===== src/rtl/sblru_pkg.sv =====
package sblru_pkg;
   localparam int unsigned SBLRU_WAYS_DEF = 16;

   // threshold must reach WAYS+1 so the bias can be switched off
   function automatic int unsigned thresh_bits(input int unsigned ways);
      return $clog2(ways + 2);
   endfunction
endpackage


===== src/rtl/sblru_ranks.sv =====
module sblru_ranks #(
   parameter int unsigned WAYS = 16,
   parameter int unsigned WW   = $clog2(WAYS)
) (
   input  logic                     clk,
   input  logic                     rst_n,
   input  logic                     upd_valid,
   input  logic [WW-1:0]            upd_way,
   output logic [WAYS-1:0][WW-1:0]  rank_q
);
   logic [WW-1:0] sel_rank;

   always_comb sel_rank = rank_q[upd_way];

   for (genvar g = 0; g < WAYS; g++) begin : g_way
      logic [WW-1:0] r_q;
      always_ff @(posedge clk or negedge rst_n) begin
         if (!rst_n) begin
            r_q <= WW'(g);
         end else if (upd_valid) begin
            if (upd_way == WW'(g))
               r_q <= '0;
            else if (r_q < sel_rank)
               r_q <= r_q + 1'b1;
         end
      end
      assign rank_q[g] = r_q;
   end

   // each rank value held by exactly one way
   for (genvar k = 0; k < WAYS; k++) begin : g_perm
      logic [WAYS-1:0] hit;
      always_comb begin
         for (int i = 0; i < WAYS; i++) hit[i] = (rank_q[i] == WW'(k));
      end
      assert_rank_unique_R11: assert property (@(posedge clk) disable iff (!rst_n)
         $countones(hit) == 1);
   end

   assert_promote_mru_R5: assert property (@(posedge clk) disable iff (!rst_n)
      upd_valid |=> rank_q[$past(upd_way)] == '0);
endmodule


===== src/rtl/sblru_flags.sv =====
module sblru_flags #(
   parameter int unsigned WAYS = 16,
   parameter int unsigned WW   = $clog2(WAYS)
) (
   input  logic             clk,
   input  logic             rst_n,
   input  logic             fill_en,
   input  logic [WW-1:0]    fill_way,
   input  logic             flag_valid,
   input  logic [WW-1:0]    flag_way,
   input  logic             flag_shared,
   output logic [WAYS-1:0]  valid_q,
   output logic [WAYS-1:0]  shared_q
);
   for (genvar g = 0; g < WAYS; g++) begin : g_way
      logic v_q, s_q;
      always_ff @(posedge clk or negedge rst_n) begin
         if (!rst_n) begin
            v_q <= 1'b0;
            s_q <= 1'b0;
         end else if (fill_en && fill_way == WW'(g)) begin
            v_q <= 1'b1;
            s_q <= 1'b0;
         end else if (flag_valid && flag_way == WW'(g)) begin
            s_q <= flag_shared;
         end
      end
      assign valid_q[g]  = v_q;
      assign shared_q[g] = s_q;
   end

   assert_fill_private_R9: assert property (@(posedge clk) disable iff (!rst_n)
      fill_en |=> valid_q[$past(fill_way)] && !shared_q[$past(fill_way)]);
endmodule


===== src/rtl/sblru_pick.sv =====
module sblru_pick #(
   parameter int unsigned WAYS = 16,
   parameter int unsigned WW   = $clog2(WAYS),
   parameter int unsigned AW   = $clog2(WAYS + 2)
) (
   input  logic [WAYS-1:0][WW-1:0] rank,
   input  logic [WAYS-1:0]         valid,
   input  logic [WAYS-1:0]         shared,
   input  logic [AW-1:0]           alpha,
   output logic [AW-1:0]           priv_cnt,
   output logic [WW-1:0]           victim
);
   logic          any_empty, found_prv, bias;
   logic [WW-1:0] empty_idx, lru_idx, prv_idx, prv_rank;

   always_comb begin
      priv_cnt  = '0;
      empty_idx = '0;
      lru_idx   = '0;
      prv_idx   = '0;
      prv_rank  = '0;
      found_prv = 1'b0;
      any_empty = ~&valid;
      for (int i = WAYS - 1; i >= 0; i--) begin
         if (!valid[i]) empty_idx = WW'(i);
      end
      for (int i = 0; i < WAYS; i++) begin
         if (!shared[i]) priv_cnt = priv_cnt + AW'(1);
         if (rank[i] == WW'(WAYS - 1)) lru_idx = WW'(i);
         if (!shared[i] && (!found_prv || rank[i] > prv_rank)) begin
            found_prv = 1'b1;
            prv_rank  = rank[i];
            prv_idx   = WW'(i);
         end
      end
      bias = (priv_cnt >= alpha) && found_prv;
      if (any_empty)  victim = empty_idx;
      else if (bias)  victim = prv_idx;
      else            victim = lru_idx;
   end
endmodule


===== src/rtl/sblru_victim_sel.sv =====
module sblru_victim_sel #(
   parameter  int unsigned WAYS = sblru_pkg::SBLRU_WAYS_DEF,
   localparam int unsigned WW   = $clog2(WAYS),
   localparam int unsigned AW   = sblru_pkg::thresh_bits(WAYS)
) (
   input  logic           clk,
   input  logic           rst_n,
   input  logic           touch_valid,
   input  logic [WW-1:0]  touch_way,
   input  logic           flag_valid,
   input  logic [WW-1:0]  flag_way,
   input  logic           flag_shared,
   input  logic           fill_req,
   input  logic [AW-1:0]  alpha,
   output logic           victim_valid,
   output logic [WW-1:0]  victim_way
);
   if (WAYS < 2 || (WAYS & (WAYS - 1)) != 0) begin : g_bad_ways
      $error("sblru_victim_sel: WAYS must be a power of two, at least 2");
   end

   logic [WAYS-1:0][WW-1:0] rank_q;
   logic [WAYS-1:0]         valid_q, shared_q;
   logic [AW-1:0]           priv_cnt;
   logic [WW-1:0]           victim_c, upd_way;
   logic                    upd_valid;

   // a fill claims the ordering port; a simultaneous touch is dropped
   assign upd_valid = fill_req | touch_valid;
   assign upd_way   = fill_req ? victim_c : touch_way;

   sblru_ranks #(.WAYS(WAYS), .WW(WW)) u_ranks (
      .clk(clk), .rst_n(rst_n), .upd_valid(upd_valid), .upd_way(upd_way),
      .rank_q(rank_q));

   sblru_flags #(.WAYS(WAYS), .WW(WW)) u_flags (
      .clk(clk), .rst_n(rst_n), .fill_en(fill_req), .fill_way(victim_c),
      .flag_valid(flag_valid), .flag_way(flag_way), .flag_shared(flag_shared),
      .valid_q(valid_q), .shared_q(shared_q));

   sblru_pick #(.WAYS(WAYS), .WW(WW), .AW(AW)) u_pick (
      .rank(rank_q), .valid(valid_q), .shared(shared_q), .alpha(alpha),
      .priv_cnt(priv_cnt), .victim(victim_c));

   always_ff @(posedge clk or negedge rst_n) begin
      if (!rst_n) begin
         victim_valid <= 1'b0;
         victim_way   <= '0;
      end else begin
         victim_valid <= fill_req;
         if (fill_req) victim_way <= victim_c;
      end
   end

   assert_empty_first_R3: assert property (@(posedge clk) disable iff (!rst_n)
      (fill_req && !(&valid_q)) |-> !valid_q[victim_c]);

   assert_biased_private_R6: assert property (@(posedge clk) disable iff (!rst_n)
      (fill_req && (&valid_q) && priv_cnt >= alpha && priv_cnt != '0)
         |-> !shared_q[victim_c]);

   assert_plain_lru_R7: assert property (@(posedge clk) disable iff (!rst_n)
      (fill_req && (&valid_q) && (priv_cnt < alpha || priv_cnt == '0))
         |-> rank_q[victim_c] == WW'(WAYS - 1));

   assert_victim_installed_R4: assert property (@(posedge clk) disable iff (!rst_n)
      victim_valid |-> (rank_q[victim_way] == '0 && valid_q[victim_way]
                        && !shared_q[victim_way]));
endmodule


===== config.mk =====
export PLATFORM = sky130hd
export DESIGN_NAME = sblru_victim_sel
export DESIGN_NICKNAME = d
export VERILOG_FILES = /design/src/rtl/sblru_pkg.sv /design/src/rtl/sblru_ranks.sv /design/src/rtl/sblru_flags.sv /design/src/rtl/sblru_pick.sv /design/src/rtl/sblru_victim_sel.sv
export SDC_FILE = /design/constraint.sdc
export NUM_CORES = 1
export LEC_CHECK = 0
export CAP_MARGIN = 30
export CORE_MARGIN = 10
export CORE_UTILIZATION = 60
export CTS_CLUSTER_DIAMETER = 120
export CTS_CLUSTER_SIZE = 10
export DETAILED_ROUTE_END_ITERATION = 8
export DONT_BUFFER_PORTS = 1
export MAX_ROUTING_LAYER = met4
export PLACE_DENSITY = 0.76
export SLEW_MARGIN = 20
export SYNTH_ARGS = -nofsm -noshare
export SYNTH_HDL_FRONTEND = slang
export SYNTH_SLANG_ARGS = --single-unit

===== constraint.sdc =====
create_clock -name clk -period 70.6 [get_ports clk]
set_input_delay 0 -clock clk [delete_from_list [all_inputs] [get_ports clk]]
set_output_delay 0 -clock clk [all_outputs]
set_load 0.1 [all_outputs]

==> results of run 1 <==
-- area by class of cell --
cell class	count	area, sq um	share of cell area, %
clock buffer	11	243	1.92
sequential	101	2570	20.3
clock inverter	5	50.0	0.396
tap	265	332	2.62
timing repair buffer	22	219	1.73
inverter	109	409	3.24
multi-input combinational	1265	8820	69.8
-- synth_stat cells, types with 6 or more instances --
cell type,instances
a21o_1,30
dfstp_2,32
clkbuf_1,40
inv_1,109
a21oi_1,103
a211oi_1,20
xor2_1,17
nor4_1,8
o2bb2ai_1,9
nand2b_1,15
or3_1,6
nand3_1,79
or4_1,9
mux2i_1,36
nor2b_1,35
nor3b_1,7
nand2_1,143
nand3b_1,6
o211ai_1,28
a211o_1,6
or2_2,14
a22o_1,13
and3_1,32
mux2_2,47
o21bai_1,7
a32oi_1,13
a31oi_1,22
dfrtp_1,69
o21ai_1,15
o22ai_1,7
nand4_1,9
ha_1,137
buf_2,7
nor3_1,47
and2_1,14
o31ai_1,10
xnor2_1,23
nor2_1,125
o21ai_0,78
-- worst max-delay path: cells and delay by family (launching register included) --
family,cells,cell delay [ns]
DFF,1,0.46
AOI/OAI and AO/OA,52,12.88
muxes,14,4.78
buffers and inverters,14,1.43
adders and majority gates,16,4.24
and+or+nand+nor,38,6.02
-- sequential cells by signal (all words and copies together) (netlist names) --
name and count:
u_ranks.g_way.r_q 64, u_flags.g_way.v_q 16, u_flags.g_way.s_q 16, victim_way 4, victim_valid 1
-- cell families (layout without fill, tap and decap cells) --
group                    count (synthesis)  after routing  share of synthesized area [%]
flip-flops                             101            101                           21.4
XOR/XNOR                                40             40                           2.91
adder cells (fa/ha/maj)                137            137                           14.3
AO/OA/AOI/OAI                          436            436                           25.1
multiplexers                            85             85                           7.71
buffers and inverters                  163            147                           5.38
AND/OR/NAND/NOR                        567            567                           23.3
-- through the flow --
step / util (%) / hold slack, ns / std cells / instance area, sq um / setup slack [ns]
finish: 64.5 / 0.00591 / 1778 / 12600 / 40.65
floorplan: - / -0.296 / 1529 / 12000 / 44.14
global placement: 62.2 / -0.291 / 1749 / 12200 / 41.95
global route: 64.5 / 0.0462 / 1778 / 12600 / 38.38
detailed placement: 62.4 / -0.291 / 1751 / 12200 / 41.27
CTS: 64.5 / 0.00818 / 1777 / 12600 / 41.12
-- final timing paths --
check / from / endpoint / cells after the start
min in group asynchronous: rst_n / u_ranks.g_way[2].r_q[0]$_DFFE_PN0P_ / 2
setup / recovery: u_flags.g_way[0].s_q$_DFFE_PN0P_ / u_ranks.g_way[12].r_q[0]$_DFFE_PN0P_ / 134
setup reg to reg: u_flags.g_way[0].s_q$_DFFE_PN0P_ / u_ranks.g_way[12].r_q[0]$_DFFE_PN0P_ / 134
hold / removal: flag_way[2] / u_flags.g_way[5].s_q$_DFFE_PN0P_ / 4
hold reg to reg: u_flags.g_way[15].v_q$_DFFE_PN0P_ / u_flags.g_way[15].v_q$_DFFE_PN0P_ / 1
max in group asynchronous: rst_n / u_ranks.g_way[10].r_q[3]$_DFFE_PN1P_ / 2
-- routing by layer --
layer / track usage, % / vias up / wire, microns
met5: - / - / 0
met4: 12.3 / 0 / 1470
met3: 5.80 / 110 / 3210
met2: 44.2 / 604 / 16900
met1: 37.0 / 5754 / 16200
li1: - / 5599 / -
==> results.py, run 1 <==
metrics = {
    "status": {
        "status": "completed",
    },
    "sta": {
        "tns_ns": 0,
        "period_needed_ns": 29.95,
        "grt_setup_unrepaired": "no",
        "finalHoldViolations": 0,
        "relSlewSlack_pct": 34.5,
        "fmax_ghz": 0.0334,
        "worst-slew-pin-transition_ns": 0.982,
        "setup_viol": 0,
        "drv_slew": 0,
        "fin_worst_skew_ns": 0.0170,
        "timing.final.crit_share_pct": 42.4,
    },
    "synth": {
        "synth_edf_count": 0,
        "syn_area_sq_um": 12000,
        "postSynthAreaPerCell_sq_um": 7.86,
        "syn_nets": 1685,
        "synth_flop_cell": "dfrtp_1",
        "synth_top_area_cell": "dfrtp_1",
        "ys_seq_area_share_pct": 21.4,
        "ys_seq_elements": 101,
        "synth_area_leaders": "dfrtp_1 (14%), ha_1 (14%), dfstp_2 (7.0%), nand2_1 (4.5%), mux2_2 (4.4%)",
        "synthArstFlopShare_pct": 100,
        "ys_warn_count": 0,
        "yosysUniqueCellTypes": 92,
        "synth_cells": 1529,
        "synth_top_area_share_pct": 14.4,
    },
    "die": {
        "die_h_microns": 162,
        "start_util_pct": 61.4,
        "coreArea_sq_um": 19600,
        "ios": 24,
        "fp-row-count": 51,
        "die_x_microns": 162,
        "design.die.area_sq_um": 26100,
    },
    "hold_path": {
        "hold_class": "input pin to flip-flop",
    },
    "placed_design": {
        "numPortBuffers": 0,
        "hpwl_microns": 28700,
        "gp_congestion": 0.995,
    },
    "routing": {
        "avgRoutedWirePerCell_microns": 21.2,
        "routed_wirelength_microns": 37700,
        "drtIter0Drc": 1334,
        "dr.pass1.iters": 5,
        "drc": 0,
        "dr_total_vias": 12100,
        "vias_per_cell": 6.79,
        "antenna_left": 0,
    },
    "clock_tree": {
        "cts.hold.buffers_added": 10,
        "cts_max_path_buffers": 2,
        "cts_tree": "done",
        "cts.sinks": 101,
        "clk_latency_ns": 0.38,
        "cts-root-buf": "clkbuf_16",
        "postCtsSetupRepairBufs": 0,
        "cts_resized": 0,
        "numCtsBuffers": 9,
        "clk_pin_slew_ns": 0.09,
        "ctsHtreeMaxLevel": 3,
    },
    "global_routing": {
        "grt_pass1_wl_microns": 59900,
        "grt_max_degree": 102,
        "track_usage_pct": 29.1,
        "first_global_vias": 11200,
        "antenna_found_initial": 1,
        "grt-ovfl-total": 0,
    },
    "critical_path": {
        "start_kind": "flip-flop",
        "cp_slowest_cell": "o21a_1",
        "worst_ep_required_time_ns": 70.85,
        "critical_path_class": "flip-flop to flip-flop",
        "worst_setup_path_end_kind": "flip-flop",
        "cpMostUsedCell": "ha_1",
        "arrival_ns": 30.20,
        "crit_path_max_fanout": 18,
        "r2r_setup_slack_ns": 40.65,
        "slowest_delay_ns": 0.72,
    },
    "final_layout": {
        "drive_gt1_share_pct": 10.0,
        "mostFrequentLayoutCell": "nand2_1",
        "final_cell_mix": "nand2_1 (143), ha_1 (137), nor2_1 (124)",
        "syn_to_final_growth_pct": 5.11,
        "nets": 1664,
        "antenna_cells": 0,
        "nFillCells": 1779,
    },
    "flow_run": {
        "maxCapViolations": 0,
    },
}
Power of run 1 is left out: the tool's default activity adds up to more than one toggle a clock period on the data nets, which glitch-free logic cannot reach.
==> inputs of run 2 (changes only) <==
--- a/config.mk
+++ b/config.mk
@@ -5,6 +5,7 @@
 export SDC_FILE = /design/constraint.sdc
 export NUM_CORES = 1
 export LEC_CHECK = 0
+export ABC_AREA = 1
 export CAP_MARGIN = 30
 export CORE_MARGIN = 10
 export CORE_UTILIZATION = 60
@@ -13,7 +14,7 @@
 export DETAILED_ROUTE_END_ITERATION = 8
 export DONT_BUFFER_PORTS = 1
 export MAX_ROUTING_LAYER = met4
-export PLACE_DENSITY = 0.76
+export PLACE_DENSITY = 0.79
 export SLEW_MARGIN = 20
 export SYNTH_ARGS = -nofsm -noshare
 export SYNTH_HDL_FRONTEND = slang
==> constraint.sdc (replaced) <==
create_clock -name clk -period 24.1 [get_ports clk]
set_input_delay 0 -clock clk [delete_from_list [all_inputs] [get_ports clk]]
set_output_delay 0 -clock clk [all_outputs]
set_load 0.1 [all_outputs]
==> run 2 against run 1 <==
Compared with the run above:
- non-clock buffer count fell by 2
- synthesized cell count rose by 19%
- sequential share of layout area rose by 0.59 points
- wire length fell by 19%
- flip-flop and latch count did not move
- cell count rose by 17%
- global-route usage fell by 4.4 points
- clock skew fell by 0.00087 ns
- utilization rose by 0.48 points
- count of clock-buffer cells in the layout fell by 2
- fmax rose by 43%
- via count fell by 4.7%
- critical endpoint is now u_ranks.g_way[9].r_q[2]$_DFFE_PN0P_
==> results.py, run 2 <==
metrics = {
    "clock_tree": {
        "numCtsBuffers": 9,
        "clk_latency_ns": 0.37,
        "cts.sinks": 101,
        "postCtsSetupRepairBufs": 0,
        "cts_tree": "done",
        "ctsHtreeMaxLevel": 3,
        "clk_pin_slew_ns": 0.09,
        "cts_max_path_buffers": 2,
        "cts_resized": 0,
        "cts-root-buf": "clkbuf_16",
    },
    "die": {
        "die_h_microns": 159,
        "die_x_microns": 159,
        "fp-row-count": 50,
        "coreArea_sq_um": 18900,
        "ios": 24,
        "start_util_pct": 61.5,
        "design.die.area_sq_um": 25300,
    },
    "placed_design": {
        "hpwl_microns": 23900,
        "numPortBuffers": 0,
        "gp_congestion": 0.964,
    },
    "critical_path": {
        "arrival_ns": 21.18,
        "cp_slowest_cell": "nand4_1",
        "crit_path_max_fanout": 16,
        "worst_ep_required_time_ns": 24.36,
        "worst_setup_path_end_kind": "flip-flop",
        "start_kind": "flip-flop",
        "critical_path_class": "flip-flop to flip-flop",
        "cpMostUsedCell": "nand2_1",
        "slowest_delay_ns": 0.65,
    },
    "final_layout": {
        "final_cell_mix": "nand2_1 (569), inv_1 (257), nand3_1 (161)",
        "largest_reg_flops": 64,
        "nets": 1973,
        "mostFrequentLayoutCell": "nand2_1",
        "ff_latch_area_sq_um": 2570,
        "regMostFlops": "u_ranks.g_way.r_q",
        "multi_input_area_sq_um": 7790,
        "drive_gt1_share_pct": 9.55,
        "syn_to_final_growth_pct": 5.74,
        "nFillCells": 1740,
        "reg_top3": "u_ranks.g_way.r_q (64), u_flags.g_way.s_q (16), u_flags.g_way.v_q (16)",
    },
    "routing": {
        "antenna_left": 0,
        "routed_wirelength_microns": 30600,
        "vias_per_cell": 5.52,
        "drtIter0Drc": 748,
        "drc": 0,
        "dr_total_vias": 11500,
        "avgRoutedWirePerCell_microns": 14.7,
        "dr.pass1.iters": 5,
    },
    "global_routing": {
        "track_usage_pct": 24.6,
        "grt_max_degree": 102,
        "antenna_found_initial": 2,
        "grt-ovfl-total": 0,
        "first_global_vias": 10500,
        "grt_pass1_wl_microns": 51200,
    },
    "hold_path": {
        "hold_class": "input pin to flip-flop",
    },
    "flow_run": {
        "maxCapViolations": 0,
    },
    "synth": {
        "synth_area_leaders": "nand2_1 (18%), dfrtp_1 (15%), ha_1 (15%), inv_1 (8.3%), dfstp_2 (7.2%)",
        "syn_area_sq_um": 11600,
        "synth_cells": 1818,
        "ys_seq_area_share_pct": 22.1,
        "synth_flop_cell": "dfrtp_1",
        "synthArstFlopShare_pct": 100,
        "syn_nets": 1974,
        "postSynthAreaPerCell_sq_um": 6.39,
        "yosys.cell_count.top_type": "nand2_1",
        "synth_edf_count": 0,
        "synth_top_area_cell": "nand2_1",
        "synth.top_cells.by_count": "nand2_1 (569), inv_1 (257), nand3_1 (161), nor2_1 (138), ha_1 (137)",
        "ys_warn_count": 0,
        "ys_seq_elements": 101,
        "yosysUniqueCellTypes": 43,
        "synth_top_area_share_pct": 18.4,
    },
    "sta": {
        "grt_setup_unrepaired": "no",
        "timing.final.crit_share_pct": 86.8,
        "fin_worst_skew_ns": 0.0161,
        "drv_slew": 0,
        "relSlewSlack_pct": 36.6,
        "worst-slew-pin-transition_ns": 0.952,
        "tns_ns": 0,
        "finalHoldViolations": 0,
        "period_needed_ns": 20.92,
        "setup_viol": 0,
        "fmax_ghz": 0.0478,
    },
    "status": {
        "status": "completed",
    },
}
==> run 2: cell count changes in the layout (fill, tap and decap cells not counted), sizes merged, moves of 36 or more <==
cell   delta
a21oi    -60
inv     +169
mux2     -48
mux2i    -36
nand2   +501
nand3    +90
==> run 2: per-layer routing <==
layer	share of wire (%)	global-route usage (%)
met1	45	32.1
met2	45	38.0
met3	7.3	3.92
met4	3.0	8.89
met5	0	-
==> run 2: final cells by class <==
type | instances | share of cell area, %
multi-input cells | 1404 | 63.4
inverters | 281 | 8.59
clock buffers | 9 | 1.83
well taps | 260 | 2.65
clock inverters | 7 | 0.724
flip-flops and latches | 101 | 20.9
repair buffers | 20 | 1.81
diodes | 2 | 0.0408
==> run 2: worst paths after layout <==
| path | to | depth (start not counted) | slack (ns) | startpoint |
|---|---|---|---|---|
| setup / recovery | u_ranks.g_way[9].r_q[2]$_DFFE_PN0P_ | 158 | 3.18 | u_ranks.g_way[0].r_q[2]$_DFFE_PN0P_ |
| hold / removal | u_flags.g_way[11].s_q$_DFFE_PN0P_ | 4 | 0.03 | flag_way[1] |
| setup reg to reg | u_ranks.g_way[9].r_q[2]$_DFFE_PN0P_ | 158 | 3.18 | u_ranks.g_way[0].r_q[2]$_DFFE_PN0P_ |
| hold reg to reg | u_ranks.g_way[11].r_q[0]$_DFFE_PN1P_ | 2 | 0.49 | u_ranks.g_way[11].r_q[0]$_DFFE_PN1P_ |
| max in group asynchronous | u_ranks.g_way[1].r_q[0]$_DFFE_PN1P_ | 2 | 23.47 | rst_n |
| min in group asynchronous | u_ranks.g_way[9].r_q[2]$_DFFE_PN0P_ | 2 | 0.23 | rst_n |
==> run 2: per-stage QoR <==
step	worst slack, ns	area, sq um	util, %	hold WS (ns)	instances
2_1_floorplan	6.20	11600	-	-0.296	1818
3_3_place_gp	3.77	11700	62.2	-0.288	2047
3_5_place_dp	3.62	11800	62.4	-0.288	2051
4_1_cts	3.47	12200	64.8	0.0143	2080
5_1_grt	0.551	12300	65.0	0.0778	2084
6_report	3.18	12300	65.0	0.0294	2084
==> run 2: cell families after synthesis <==
| kind of cell | count (synthesis) | share of synthesized area (%) |
|---|---|---|
| flip-flops | 101 | 22.1 |
| XOR/XNOR | 42 | 3.17 |
| AO/OA/AOI/OAI | 184 | 8.72 |
| buffers and inverters | 313 | 10.8 |
| adder cells (fa/ha/maj) | 137 | 14.8 |
| AND/OR/NAND/NOR | 1041 | 40.4 |
==> run 2: repair_timing <==
item,CTS,global route
endpoints found under the setup margin,0,0
hold buffers,13,0
endpoints found under the hold margin,129,0
==> run 2: critical path, delay by kind of cell, from the launching register on <==
family	cells	cell delay (ns)
and+or+nand+nor	86	8.34
AOI/OAI and AO/OA	38	5.57
adders and majority gates	16	4.92
buffers and inverters	18	1.50
DFF	1	0.47
Power of run 2 is left out for the same reason.
